[src/rtl/lpbk_pkg.sv]
package lpbk_pkg;

    localparam int NLANES = 4;
    localparam int LSEL_W = 2;
    localparam int CTRL_W = 16;
    localparam int NMODES = 6;

    // Reset value: network overrides set, everything else clear.
    localparam logic [CTRL_W-1:0] CTRL_RST = 16'h0C00;

    // Field order from bit 15 down to bit 0.
    typedef struct packed {
        logic              lane_clk;
        logic [LSEL_W-1:0] lane_sel;
        logic              lane_en;
        logic              xnet_ovr;
        logic              pnet_ovr;
        logic              xsys_ovr;
        logic              pcs_ovr;
        logic              wis_ovr;
        logic              psys_ovr;
        logic              xnet_en;
        logic              pnet_en;
        logic              xsys_en;
        logic              pcs_en;
        logic              wis_en;
        logic              psys_en;
    } lb_ctrl_t;

    typedef enum logic [2:0] {
        LB_NONE, LB_PMA_NET, LB_XGXS_NET, LB_PMA_SYS,
        LB_WIS_SYS, LB_PCS_SYS, LB_XGXS_SYS
    } lb_mode_e;

    typedef enum logic [1:0] { FILL_ZERO, FILL_ONE, FILL_ALT } fill_e;
    typedef enum logic [1:0] { LSRC_TX, LSRC_FILL, LSRC_RXLINE } line_src_e;
    typedef enum logic [1:0] { HSRC_NORMAL, HSRC_HOST_TX, HSRC_IDLE } host_src_e;

    typedef struct packed {
        lb_mode_e  mode;
        line_src_e line_src;
        fill_e     fill;
        host_src_e host_src;
    } lb_plan_t;

    function automatic logic [NMODES-1:0] mode_enables(lb_ctrl_t c);
        return {c.xnet_en, c.pnet_en, c.xsys_en, c.pcs_en, c.wis_en, c.psys_en};
    endfunction

    function automatic logic sys_plan(lb_mode_e m, logic ovr, fill_e f,
                                      output lb_plan_t p);
        p.mode     = m;
        p.host_src = HSRC_HOST_TX;
        p.line_src = ovr ? LSRC_TX : LSRC_FILL;
        p.fill     = f;
        return 1'b1;
    endfunction

endpackage

[src/rtl/lpbk_ctrl_reg.sv]
module lpbk_ctrl_reg
    import lpbk_pkg::*;
(
    input  logic              clk,
    input  logic              rst,
    input  logic              wr_en,
    input  logic [CTRL_W-1:0] wr_mask,
    input  logic [CTRL_W-1:0] wr_data,
    output lb_ctrl_t          ctrl_q
);
    logic [CTRL_W-1:0] bits_q;

    for (genvar b = 0; b < CTRL_W; b++) begin : g_bit
        always_ff @(posedge clk) begin
            if (rst)
                bits_q[b] <= CTRL_RST[b];
            else if (wr_en && wr_mask[b])
                bits_q[b] <= wr_data[b];
        end
    end

    assign ctrl_q = lb_ctrl_t'(bits_q);
endmodule

[src/rtl/lpbk_arbiter.sv]
module lpbk_arbiter
    import lpbk_pkg::*;
(
    input  lb_ctrl_t ctrl,
    output lb_plan_t plan,
    output logic     multi
);
    logic unused_ok;

    always_comb begin
        plan.mode     = LB_NONE;
        plan.line_src = LSRC_TX;
        plan.fill     = FILL_ZERO;
        plan.host_src = HSRC_NORMAL;
        unused_ok     = 1'b1;
        if (ctrl.pnet_en) begin
            plan.mode     = LB_PMA_NET;
            plan.line_src = LSRC_RXLINE;
            plan.host_src = ctrl.pnet_ovr ? HSRC_IDLE : HSRC_NORMAL;
        end else if (ctrl.xnet_en) begin
            plan.mode     = LB_XGXS_NET;
            plan.line_src = LSRC_RXLINE;
            plan.host_src = ctrl.xnet_ovr ? HSRC_IDLE : HSRC_NORMAL;
        end else if (ctrl.psys_en) begin
            unused_ok = sys_plan(LB_PMA_SYS, ctrl.psys_ovr, FILL_ZERO, plan);
        end else if (ctrl.wis_en) begin
            unused_ok = sys_plan(LB_WIS_SYS, ctrl.wis_ovr, FILL_ALT, plan);
        end else if (ctrl.pcs_en) begin
            unused_ok = sys_plan(LB_PCS_SYS, ctrl.pcs_ovr, FILL_ALT, plan);
        end else if (ctrl.xsys_en) begin
            unused_ok = sys_plan(LB_XGXS_SYS, ctrl.xsys_ovr, FILL_ONE, plan);
        end
    end

    assign multi = ($countones(mode_enables(ctrl)) > 1) && unused_ok;
endmodule

[src/rtl/lpbk_fill.sv]
module lpbk_fill
    import lpbk_pkg::*;
#(
    parameter int LINE_W = 16
) (
    input  fill_e             sel,
    output logic [LINE_W-1:0] word
);
    logic [LINE_W-1:0] alt_pat;

    // Low byte of every 16-bit group ones, high byte zeros.
    for (genvar i = 0; i < LINE_W; i++) begin : g_alt
        assign alt_pat[i] = ((i / 8) % 2) == 0;
    end

    always_comb begin
        unique case (sel)
            FILL_ONE: word = '1;
            FILL_ALT: word = alt_pat;
            default:  word = '0;
        endcase
    end
endmodule

[src/rtl/lpbk_lane_route.sv]
module lpbk_lane_route
    import lpbk_pkg::*;
#(
    parameter int LANE_W = 8
) (
    input  logic [NLANES*LANE_W-1:0] base_data,
    input  logic [NLANES-1:0]        base_ctrl,
    input  logic [NLANES*LANE_W-1:0] src_data,
    input  logic [NLANES-1:0]        src_ctrl,
    input  logic [NLANES-1:0]        src_rclk,
    input  logic                     lane_en,
    input  logic [LSEL_W-1:0]        lane_sel,
    input  logic                     lane_clk,
    output logic [NLANES*LANE_W-1:0] out_data,
    output logic [NLANES-1:0]        out_ctrl
);
    localparam int LAST = NLANES - 1;

    for (genvar l = 0; l < NLANES; l++) begin : g_lane
        if (l == LAST) begin : g_tap
            logic [LANE_W-1:0] pick_d;
            logic              pick_c;
            always_comb begin
                if (lane_clk) begin
                    pick_d = {LANE_W{src_rclk[lane_sel]}};
                    pick_c = 1'b0;
                end else begin
                    pick_d = src_data[lane_sel*LANE_W +: LANE_W];
                    pick_c = src_ctrl[lane_sel];
                end
            end
            assign out_data[l*LANE_W +: LANE_W] = lane_en ? pick_d : base_data[l*LANE_W +: LANE_W];
            assign out_ctrl[l] = lane_en ? pick_c : base_ctrl[l];
        end else begin : g_pass
            assign out_data[l*LANE_W +: LANE_W] = base_data[l*LANE_W +: LANE_W];
            assign out_ctrl[l] = base_ctrl[l];
        end
    end
endmodule

[src/rtl/lpbk_steer.sv]
module lpbk_steer
    import lpbk_pkg::*;
#(
    parameter int                LINE_W    = 16,
    parameter int                LANE_W    = 8,
    parameter logic [LANE_W-1:0] IDLE_CHAR = 8'h07,
    parameter logic              IDLE_FLAG = 1'b1
) (
    input  logic                     clk,
    input  logic                     rst,
    input  logic                     cfg_wr_en,
    input  logic [CTRL_W-1:0]        cfg_wr_mask,
    input  logic [CTRL_W-1:0]        cfg_wr_data,
    input  logic [LINE_W-1:0]        tx_word,
    input  logic [LINE_W-1:0]        rx_line_word,
    input  logic [NLANES*LANE_W-1:0] htx_data,
    input  logic [NLANES-1:0]        htx_ctrl,
    input  logic [NLANES-1:0]        htx_rclk,
    input  logic [NLANES*LANE_W-1:0] rx_host_data,
    input  logic [NLANES-1:0]        rx_host_ctrl,
    output logic [LINE_W-1:0]        line_tx_word,
    output logic [NLANES*LANE_W-1:0] hrx_data,
    output logic [NLANES-1:0]        hrx_ctrl,
    output logic                     multi_lb
);
    localparam int HOST_W = NLANES * LANE_W;

    lb_ctrl_t          ctrl_q;
    lb_plan_t          plan;
    logic              multi_now;
    logic [LINE_W-1:0] fill_word;
    logic [LINE_W-1:0] line_nxt;
    logic [HOST_W-1:0] base_d, host_d_nxt;
    logic [NLANES-1:0] base_c, host_c_nxt;

    lpbk_ctrl_reg u_ctrl (
        .clk(clk), .rst(rst), .wr_en(cfg_wr_en),
        .wr_mask(cfg_wr_mask), .wr_data(cfg_wr_data), .ctrl_q(ctrl_q)
    );

    lpbk_arbiter u_arb (.ctrl(ctrl_q), .plan(plan), .multi(multi_now));

    lpbk_fill #(.LINE_W(LINE_W)) u_fill (.sel(plan.fill), .word(fill_word));

    always_comb begin
        unique case (plan.line_src)
            LSRC_FILL:   line_nxt = fill_word;
            LSRC_RXLINE: line_nxt = rx_line_word;
            default:     line_nxt = tx_word;
        endcase
    end

    always_comb begin
        unique case (plan.host_src)
            HSRC_HOST_TX: begin base_d = htx_data; base_c = htx_ctrl; end
            HSRC_IDLE:    begin base_d = {NLANES{IDLE_CHAR}}; base_c = {NLANES{IDLE_FLAG}}; end
            default:      begin base_d = rx_host_data; base_c = rx_host_ctrl; end
        endcase
    end

    lpbk_lane_route #(.LANE_W(LANE_W)) u_route (
        .base_data(base_d), .base_ctrl(base_c),
        .src_data(htx_data), .src_ctrl(htx_ctrl), .src_rclk(htx_rclk),
        .lane_en(ctrl_q.lane_en), .lane_sel(ctrl_q.lane_sel), .lane_clk(ctrl_q.lane_clk),
        .out_data(host_d_nxt), .out_ctrl(host_c_nxt)
    );

    always_ff @(posedge clk) begin
        if (rst) begin
            line_tx_word <= '0;
            hrx_data     <= '0;
            hrx_ctrl     <= '0;
            multi_lb     <= 1'b0;
        end else begin
            line_tx_word <= line_nxt;
            hrx_data     <= host_d_nxt;
            hrx_ctrl     <= host_c_nxt;
            multi_lb     <= multi_lb | multi_now;
        end
    end
endmodule

[config.mk]
export PLATFORM = sky130hd
export DESIGN_NAME = lpbk_steer
export DESIGN_NICKNAME = d
export VERILOG_FILES = /design/src/rtl/lpbk_pkg.sv /design/src/rtl/lpbk_ctrl_reg.sv /design/src/rtl/lpbk_arbiter.sv /design/src/rtl/lpbk_fill.sv /design/src/rtl/lpbk_lane_route.sv /design/src/rtl/lpbk_steer.sv
export SDC_FILE = /design/constraint.sdc
export NUM_CORES = 1
export LEC_CHECK = 0
export ABC_AREA = 1
export BUFFER_PORTS_ARGS = -buffer_cell sky130_fd_sc_hd__buf_2
export CORE_MARGIN = 4
export CORE_UTILIZATION = 48
export DETAILED_ROUTE_END_ITERATION = 7
export PLACE_DENSITY = 0.86
export SYNTH_ARGS = -nofsm -noshare
export SYNTH_HDL_FRONTEND = slang
export SYNTH_SLANG_ARGS = --single-unit
[constraint.sdc]
create_clock -name clk -period 3.3 [get_ports clk]
set_input_delay 0.165 -clock clk [delete_from_list [all_inputs] [get_ports clk]]
set_output_delay 0.165 -clock clk [all_outputs]
set_load 0.01 [all_outputs]
======== Word-level counts from Yosys, hierarchy flattened ========
Index checks and enable logic that the tools add are counted.
storage, ports and cells
  register bits ........................... 69
  output and inout port bits .............. 53
  word-level logic and storage cells ...... 79
cells by class
  $add $sub $neg .......................... 5
  magnitude comparators ................... 2
  equality and inequality tests ........... 6
  shift-type cells ........................ 1
  multiplexer cells ....................... 28
  bitwise logic cells ..................... 1
  reductions and logical operators ........ 16
operators by type and width
  cell                 number
  $add 32x32->32       2
  $pmux 16 s2          2
  $pmux 32 s2          1
  $gt 32x2->1 const B  1
  $shiftx 32x6->8      1
  $mux 6               3
  $logic_and 1x1->1    16
  $mux 2               8
  $mux 8               2
  $mux 1               8
  $pmux 4 s2           1
  $add 1x1->2          3
  $eq 2x1->1 const B   3
  $eq 2x2->1 const B   3
  $mux 5               1
  $bmux 1 s2           2
  $lt 2x3->1 const B   1
  $or 1x1->1           1

======== Longest topological paths before layout ========
Gate-level depths: netlist (run 1).
  depth in word-level cells ............... 10
  gate-level depth with buffers ........... 11
  gate-level depth less buffers ........... 11

======== Modules after synthesis ========
A second synthesis (run 1) with hierarchy kept.
second synthesis, totals
  cell total of the unflattened synthesis .. 679
  area, all modules ....................... 4,225.3 um2
modules (own cells, without submodules)
  module           instances  cells each  area an instance (um2)
  lpbk_steer       1          381         2,478.6
  lpbk_ctrl_reg    1          112         721.9
  lpbk_lane_route  1          130         678.2
  lpbk_arbiter     1          39          221.5
  lpbk_fill        1          17          125.1

======== Least setup slack after synthesis (run 1) ========
No wires, ideal clock.
  path kind ............................... reg2reg
  from .................................... reg u_ctrl.bits_q[0] (netlist: u_ctrl.ctrl_q[0])
  to ...................................... reg multi_lb
  arrival time ............................ 1,745 ps
  required time ........................... 3,181 ps
  path slack .............................. 1,437 ps
  stages on the path, launching flop included .. 9
  buffers on the path ..................... 0
  clock period less this slack ............ 1,863 ps
  cell sequence ........................... dfxtp_1 -> ha_1 -> fa_1 -> ha_1 -> inv_1 -> ha_1 -> inv_1 -> o31ai_1 -> inv_1
between the ends
  cells in the longest elaborated chain, start to end .. 5
RTL lines
  what                                                line                 source
  start: declaration                                  lpbk_ctrl_reg.sv:11  logic [CTRL_W-1:0] bits_q;
  start signal: indexed assignment                    lpbk_ctrl_reg.sv:16  bits_q[b] <= CTRL_RST[b];
  start signal: indexed assignment                    lpbk_ctrl_reg.sv:18  bits_q[b] <= wr_data[b];
  $add 1x1->2 (implied by the code)                   lpbk_arbiter.sv:35   assign multi = ($countones(mode_enables(ctrl)) > 1) && unused_ok;
  $add 32x32->32 (implied by the code) (2 in series)  lpbk_arbiter.sv:35
  $gt 32x2->1                                         lpbk_arbiter.sv:35
  $or 1x1->1                                          lpbk_steer.sv:78     multi_lb <= multi_lb | multi_now;
  end signal: assignment                              lpbk_steer.sv:78
  end: declaration                                    lpbk_steer.sv:24     output logic multi_lb
Every way passes these cells.
A chain may end at the register's enable or synchronous reset.

======== Worst setup path after layout (run 1) ========
  from .................................... reg u_ctrl.bits_q[2] (netlist: u_ctrl.ctrl_q[2])
  to ...................................... reg hrx_data[28]
between the ends
  cells in the longest elaborated chain, start to end .. 8
  elaborated cells on any way between the ends .. 9
  classes of those cells .................. 2 x eq/ne; 7 x mux
RTL lines
  what                                      line                   source
  $mux 6 (*)                                lpbk_arbiter.sv:28     end else if (ctrl.pcs_en) begin
  $mux 6 (*)                                lpbk_arbiter.sv:26     end else if (ctrl.wis_en) begin
  $mux 6 (*)                                lpbk_arbiter.sv:24     end else if (ctrl.psys_en) begin
  $mux 2 (*)                                lpbk_arbiter.sv:20     end else if (ctrl.xnet_en) begin
  $mux 2 (*)                                lpbk_arbiter.sv:16     if (ctrl.pnet_en) begin
  $eq 2x2->1 or $eq 2x1->1 (tied branches)  lpbk_steer.sv:54       unique case (plan.host_src)
  $pmux 32 s2 (*)                           lpbk_steer.sv:54
  $mux 8 (*)                                lpbk_lane_route.sv:32  assign out_data[l*LANE_W +: LANE_W] = lane_en ? pick_d : base_data[l*LANE_W +: LANE_W];
  end signal: assignment                    lpbk_steer.sv:76       hrx_data <= host_d_nxt;
  end: declaration                          lpbk_steer.sv:22       output logic [NLANES*LANE_W-1:0] hrx_data,
Every way passes the cells marked *; elsewhere a longest branch is shown, timed or not.

==> impl_metrics.json, run 1 <==
{
  "status": "finished clean",
  "worst_slew_pin_slew_ps": 1200,
  "period_share_pct": 78.5,
  "dpl.cell_count": 767,
  "cp_max_fo": 32,
  "power_mw": 2.42,
  "vias_per_cell": 5.20,
  "grt_pass1_wl_um": 17900,
  "hp-class": "in2reg",
  "endpoint_kind": "register",
  "synth-seq-area-share_pct": 39.8,
  "syn-instance-count": 501,
  "place.port_buffers": 195,
  "wl_um": 11200,
  "rsz0062_at_grt": "no",
  "place_hpwl_um": 8620,
  "hold_viol": 0,
  "startpoint_type": "register",
  "coreArea_um2": 6910,
  "synth_cell_types": 25,
  "synth_edf_count": 0,
  "antenna_found_initial": 0,
  "firstDrtPassIters": 4,
  "netlist_area_um2": 3470,
  "gp_congestion": 0.823,
  "drt_iter0_markers": 208,
  "synth_ff_type": "dfxtp_1",
  "grt_start_max_net_pins": 48,
  "synth_nets": 657,
  "power_leakage_nw": 2.55,
  "die_h_um": 93.1,
  "ys_async_sr_fraction_pct": 0,
  "final-instance-count-excl-fill": 783,
  "yosys_warnings": 0,
  "clockBufferDepth": 2,
  "slew_headroom_pct": 19.9,
  "ys_ff_latch": 69,
  "fin_setup_tns_ps": 0,
  "holdBufCountCts": 0,
  "gr-total-overflow": 0,
  "cts_buffers": 9,
  "grt_use_total_pct": 25.6,
  "slew_viol_final": 0,
  "finalWorstSetupSlack_ps": 709,
  "remaining_drc_errors": 0,
  "wl_per_cell_um": 14.4,
  "drv_cap": 0,
  "postCtsSetupBuffers": 0,
  "clkTransAtPathRegs_ps": 80,
  "min_period_ps": 2590,
  "drive_above_1_share_pct": 33.3,
  "cts_num_sinks": 69,
  "io_pins": 196,
  "setup_viol_count_final": 0,
  "grt_pass1_vias": 3851,
  "cts_resized": 0,
  "die_w_um": 93.1,
  "via_count": 4071,
  "regArea_um2": 1380,
  "antenna_cells": 0,
  "crit_required_ps": 3580,
  "dp_worst_setup_slack_ps": 790,
  "holdWs_ps": 59.6,
  "vdd_drop_max_uv": 414,
  "fin_nets": 838,
  "ant_nets": 0,
  "synth_area_per_cell_um2": 6.94,
  "htreeDepth": 3,
  "fin_worst_skew_ps": 8.29,
  "tritoncts": "done",
  "fmax_mhz": 386,
  "synthToLayoutAreaGrowth_pct": 34.8,
  "cts-root-buf": "clkbuf_8",
  "crit_arrival_ps": 2870,
  "start_util_pct": 50.3,
  "die-area_um2": 8660,
  "multi_input_area_um2": 1770,
  "power_density_nw_per_um2": 517,
  "row_count": 30,
  "path_class": "reg2reg",
  "num-fill-cells": 622,
  "clock_latency_ps": 340
}
==> critical path, stage by stage, from the launching register on <==
cell     delay (ps)
dfxtp_1         370
inv_1           110
ha_1            210
a21oi_1         220
ha_1            510
inv_1           130
buf_4           300
nand2_1         170
o21ai_0         200
nand2_1          60
nand3_1         100
nand2_1          70
inv_1            80
==> final cells by class <==
class	count	area share, %
Multi-Input combinational cell	354	37.8
Clock buffer	9	2.64
Clock inverter	7	2.08
Inverter	49	3.93
Tap cell	96	2.56
Sequential cell	69	29.5
Timing Repair Buffer	199	21.5
==> kinds of logic after synthesis <==
group	after synthesis	share of synthesized area, %
simple gates	215	26.5
buf+inv	78	9.29
fa+ha+maj	13	5.11
compound gates	126	19.3
flops	69	39.8
==> final timing paths <==
kind	from	to	slack, ps	cells after the start
setup reg to reg	u_ctrl.ctrl_q[2]$_SDFFE_PP0P_	hrx_data[28]$_SDFF_PP0_	710	12
hold reg to reg	u_ctrl.ctrl_q[8]$_SDFFE_PP0P_	u_ctrl.ctrl_q[8]$_SDFFE_PP0P_	470	2
hold / removal	cfg_wr_data[10]	u_ctrl.ctrl_q[10]$_SDFFE_PP1P_	60	3
setup / recovery	u_ctrl.ctrl_q[2]$_SDFFE_PP0P_	hrx_data[28]$_SDFF_PP0_	710	12
==> power breakdown <==
group / leakage [nW] / switching (mW) / internal (mW)
clock network: 0.106 / 0.336 / 0.428
logic: 1.87 / 0.410 / 0.269
registers: 0.572 / 0.0389 / 0.942
==> cells in the final DEF (no fill, tap or decap), types with 4 or more instances in the layout <==
| cell type | synthesis | routed |
|---|---|---|
| buf_2 | 11 | 195 |
| nand2_1 | 125 | 125 |
| dfxtp_1 | 69 | 69 |
| o21ai_0 | 56 | 56 |
| a21oi_1 | 55 | 55 |
| inv_1 | 49 | 49 |
| nor2_1 | 44 | 44 |
| nand3_1 | 36 | 36 |
| ha_1 | 11 | 11 |
| o211ai_1 | 9 | 9 |
| clkbuf_8 | 0 | 9 |
| a21oi_2 | 4 | 4 |
| buf_4 | 2 | 4 |
==> state kept, by name (all words and copies together), names as in the netlist <==
register       flops
hrx_data          32
line_tx_word      16
u_ctrl.ctrl_q     16
multi_lb           1
hrx_ctrl           4
==> metrics by stage <==
step	area, um^2	utilization (%)
2_1_floorplan	3470	-
3_3_place_gp	4460	64.6
3_5_place_dp	4460	64.6
4_1_cts	4680	67.8
5_1_grt	4680	67.8
6_report	4680	67.8
==> per-layer routing <==
metal  vias up  global-route usage, %  part of all wire (%)
met2       202                   45.1                    51
met4         0                   10.5                   2.5
met1      1860                   30.2                    39
li1       1981                      -                     -
met3        28                   5.15                   7.6
met5         -                      0                     0
==> synth_stat cells (3+ instances only) <==
cell type	number	area share [%]
a21oi_2	4	1.0
o21ai_0	56	8.1
o211ai_1	9	1.9
ha_1	11	4.0
buf_2	11	1.6
dfxtp_1	69	40
inv_1	49	5.3
nand2_1	125	14
nand3_1	36	5.2
nor2_1	44	4.8
clkbuf_1	14	1.5
a21oi_1	55	7.9
nand3_2	3	0.86
No activity file was read; power rests on OpenSTA's default activity.
==> run 2, diff against run 1 <==
--- a/config.mk
+++ b/config.mk
@@ -5,12 +5,12 @@
 export SDC_FILE = /design/constraint.sdc
 export NUM_CORES = 1
 export LEC_CHECK = 0
-export ABC_AREA = 1
+export ABC_AREA = 0
 export BUFFER_PORTS_ARGS = -buffer_cell sky130_fd_sc_hd__buf_2
 export CORE_MARGIN = 4
-export CORE_UTILIZATION = 48
+export CORE_UTILIZATION = 44
 export DETAILED_ROUTE_END_ITERATION = 7
-export PLACE_DENSITY = 0.86
+export PLACE_DENSITY = 0.8
 export SYNTH_ARGS = -nofsm -noshare
 export SYNTH_HDL_FRONTEND = slang
 export SYNTH_SLANG_ARGS = --single-unit
==> constraint.sdc (replaced) <==
create_clock -name clk -period 2.4 [get_ports clk]
set_input_delay 0.12 -clock clk [delete_from_list [all_inputs] [get_ports clk]]
set_output_delay 0.12 -clock clk [all_outputs]
set_load 0.01 [all_outputs]
==> run 2 against run 1 <==
First-iteration DRC count fell by 50%. Flip-flop and latch count did not move. Clock power rose by 16%. Power rose by 22%. Die area rose by 5.3%. Final cell count fell by 13%. Register-to-register slack got worse by 440 ps. Setup slack got worse by 440 ps. Critical path type unchanged.
==> impl_metrics.json, run 2 <==
{
  "via_count": 3456,
  "die_h_um": 95.5,
  "wl_per_cell_um": 14.6,
  "synthToLayoutAreaGrowth_pct": 36.6,
  "fin_setup_tns_ps": 0,
  "cp_max_fo": 8,
  "dpl.cell_count": 664,
  "vias_per_cell": 5.09,
  "start_util_pct": 45.9,
  "netlist_top_cells_area": "dfxtp_1, a21oi_1, nand2_1, a311o_1, nand3b_1",
  "cp_slowest_cell": "nor4_2",
  "synth_nets": 545,
  "syn-instance-count": 389,
  "cts_resized": 0,
  "wl_um": 9920,
  "power_density_nw_per_um2": 645,
  "coreArea_um2": 7330,
  "fin_nets": 732,
  "antenna_found_initial": 0,
  "top_register": "hrx_data",
  "tritoncts": "done",
  "ant_nets": 0,
  "period_share_pct": 89.0,
  "hp-class": "in2reg",
  "hold_viol": 0,
  "row_count": 31,
  "ys_async_sr_fraction_pct": 0,
  "place_hpwl_um": 7640,
  "drv_cap": 0,
  "final-instance-count-excl-fill": 679,
  "crit_arrival_ps": 2400,
  "synth.most_common_cell": "dfxtp_1",
  "gr-total-overflow": 0,
  "layout_common_cells": "buf_2, dfxtp_1, a21oi_1",
  "endpoint_kind": "register",
  "ys_ff_latch": 69,
  "netlist_area_um2": 3370,
  "min_period_ps": 2140,
  "critical-path-top-delay-family": "simple AND/OR/NAND/NOR gates",
  "io_pins": 196,
  "drt_iter0_markers": 105,
  "drive_above_1_share_pct": 39.3,
  "postCtsSetupBuffers": 0,
  "synth_edf_count": 0,
  "remaining_drc_errors": 0,
  "power_leakage_nw": 2.20,
  "grt_start_max_net_pins": 38,
  "status": "finished clean",
  "slew_viol_final": 0,
  "clkTransAtPathRegs_ps": 80,
  "synth_ff_type": "dfxtp_1",
  "die-area_um2": 9120,
  "synth_cell_types": 36,
  "htreeDepth": 3,
  "clock_latency_ps": 330,
  "slew_headroom_pct": 42.8,
  "antenna_cells": 0,
  "gp_congestion": 0.874,
  "crit_required_ps": 2660,
  "clockBufferDepth": 2,
  "path_buf_inv": 1,
  "vdd_drop_max_uv": 434,
  "grt_pass1_wl_um": 15100,
  "cpMostUsedCell": "ha_1",
  "grt_use_total_pct": 21.0,
  "place.port_buffers": 195,
  "setup_viol_count_final": 0,
  "yosys_warnings": 0,
  "cts_buffers": 9,
  "synth_top_area_share_pct": 41.0,
  "fmax_mhz": 468,
  "rsz0062_at_grt": "no",
  "ys_top_cells_by_count": "dfxtp_1, a21oi_1, nand2_1",
  "worst_slew_pin_slew_ps": 856,
  "yosysTopAreaCell": "dfxtp_1",
  "cpPeakStageDelay_ps": 710,
  "die_w_um": 95.5,
  "holdBufCountCts": 0,
  "path_class": "reg2reg",
  "grt_pass1_vias": 3398,
  "largest_reg_flops": 32,
  "synth-seq-area-share_pct": 41.0,
  "layout_commonest_cell": "buf_2",
  "crit_chain": "inv_1 -> ha_1 -> and3_1 -> ha_1 -> nor4_2 -> a311o_1",
  "firstDrtPassIters": 4,
  "cts_num_sinks": 69,
  "fin_worst_skew_ps": 9.31,
  "synth_area_per_cell_um2": 8.66,
  "startpoint_type": "register",
  "cts-root-buf": "clkbuf_8"
}
==> run 2: power breakdown <==
part           switching [mW]  leakage, nW  total, mW  internal, mW
Combinational           0.406         1.53      0.771         0.366
Clock                   0.420       0.0919      0.889         0.469
Sequential             0.0402        0.571       1.31          1.27
Total                   0.866         2.20       2.97          2.10
==> run 2: kinds of logic after synthesis <==
| logic type | synth area share, % |
|---|---|
| and+or+nand+nor | 24.1 |
| AOI/OAI and AO/OA | 18.5 |
| DFF | 41.0 |
| buffers and inverters | 5.09 |
| muxes | 6.09 |
| adders and majority gates | 5.27 |
==> run 2: path summary, 6_finish.rpt <==
kind | slack (ps) | startpoint | depth (start not counted) | to
min | 20 | cfg_wr_data[10] | 2 | u_ctrl.ctrl_q[10]$_SDFFE_PP1P_
min reg2reg | 460 | u_ctrl.ctrl_q[8]$_SDFFE_PP0P_ | 2 | u_ctrl.ctrl_q[8]$_SDFFE_PP0P_
max | 260 | u_ctrl.ctrl_q[2]$_SDFFE_PP0P_ | 6 | line_tx_word[5]$_SDFF_PP0_
max reg2reg | 260 | u_ctrl.ctrl_q[2]$_SDFFE_PP0P_ | 6 | line_tx_word[5]$_SDFF_PP0_
==> run 2: layer usage <==
metal	track usage, %	part of all wire, %	vias to the layer above
met3	4.10	8.2	19
met5	0	0	-
met1	25.5	40	1551
met4	7.94	1.7	0
li1	-	-	1740
met2	36.4	50	146
==> run 2: final cells by class <==
cell class              instances  area [um^2]
clock buffers                  10          128
clock inverters                 5         52.6
fillers                       661         2730
inverters                      11         41.3
multi-input cells             279         1820
flip-flops and latches         69         1380
well taps                      99          124
repair buffers                206         1060
==> run 2: through the flow <==
stage	instance area [um^2]	setup slack, ps	util [%]	power, mW	hold WS, ps
floorplan	3370	329	-	1.79	265
global placement	4420	377	60.3	2.09	360
detailed placement	4420	259	60.3	2.11	365
CTS	4600	253	62.8	3.00	10.5
global route	4600	162	62.8	3.13	10.5
finish	4600	264	62.8	2.97	24.0
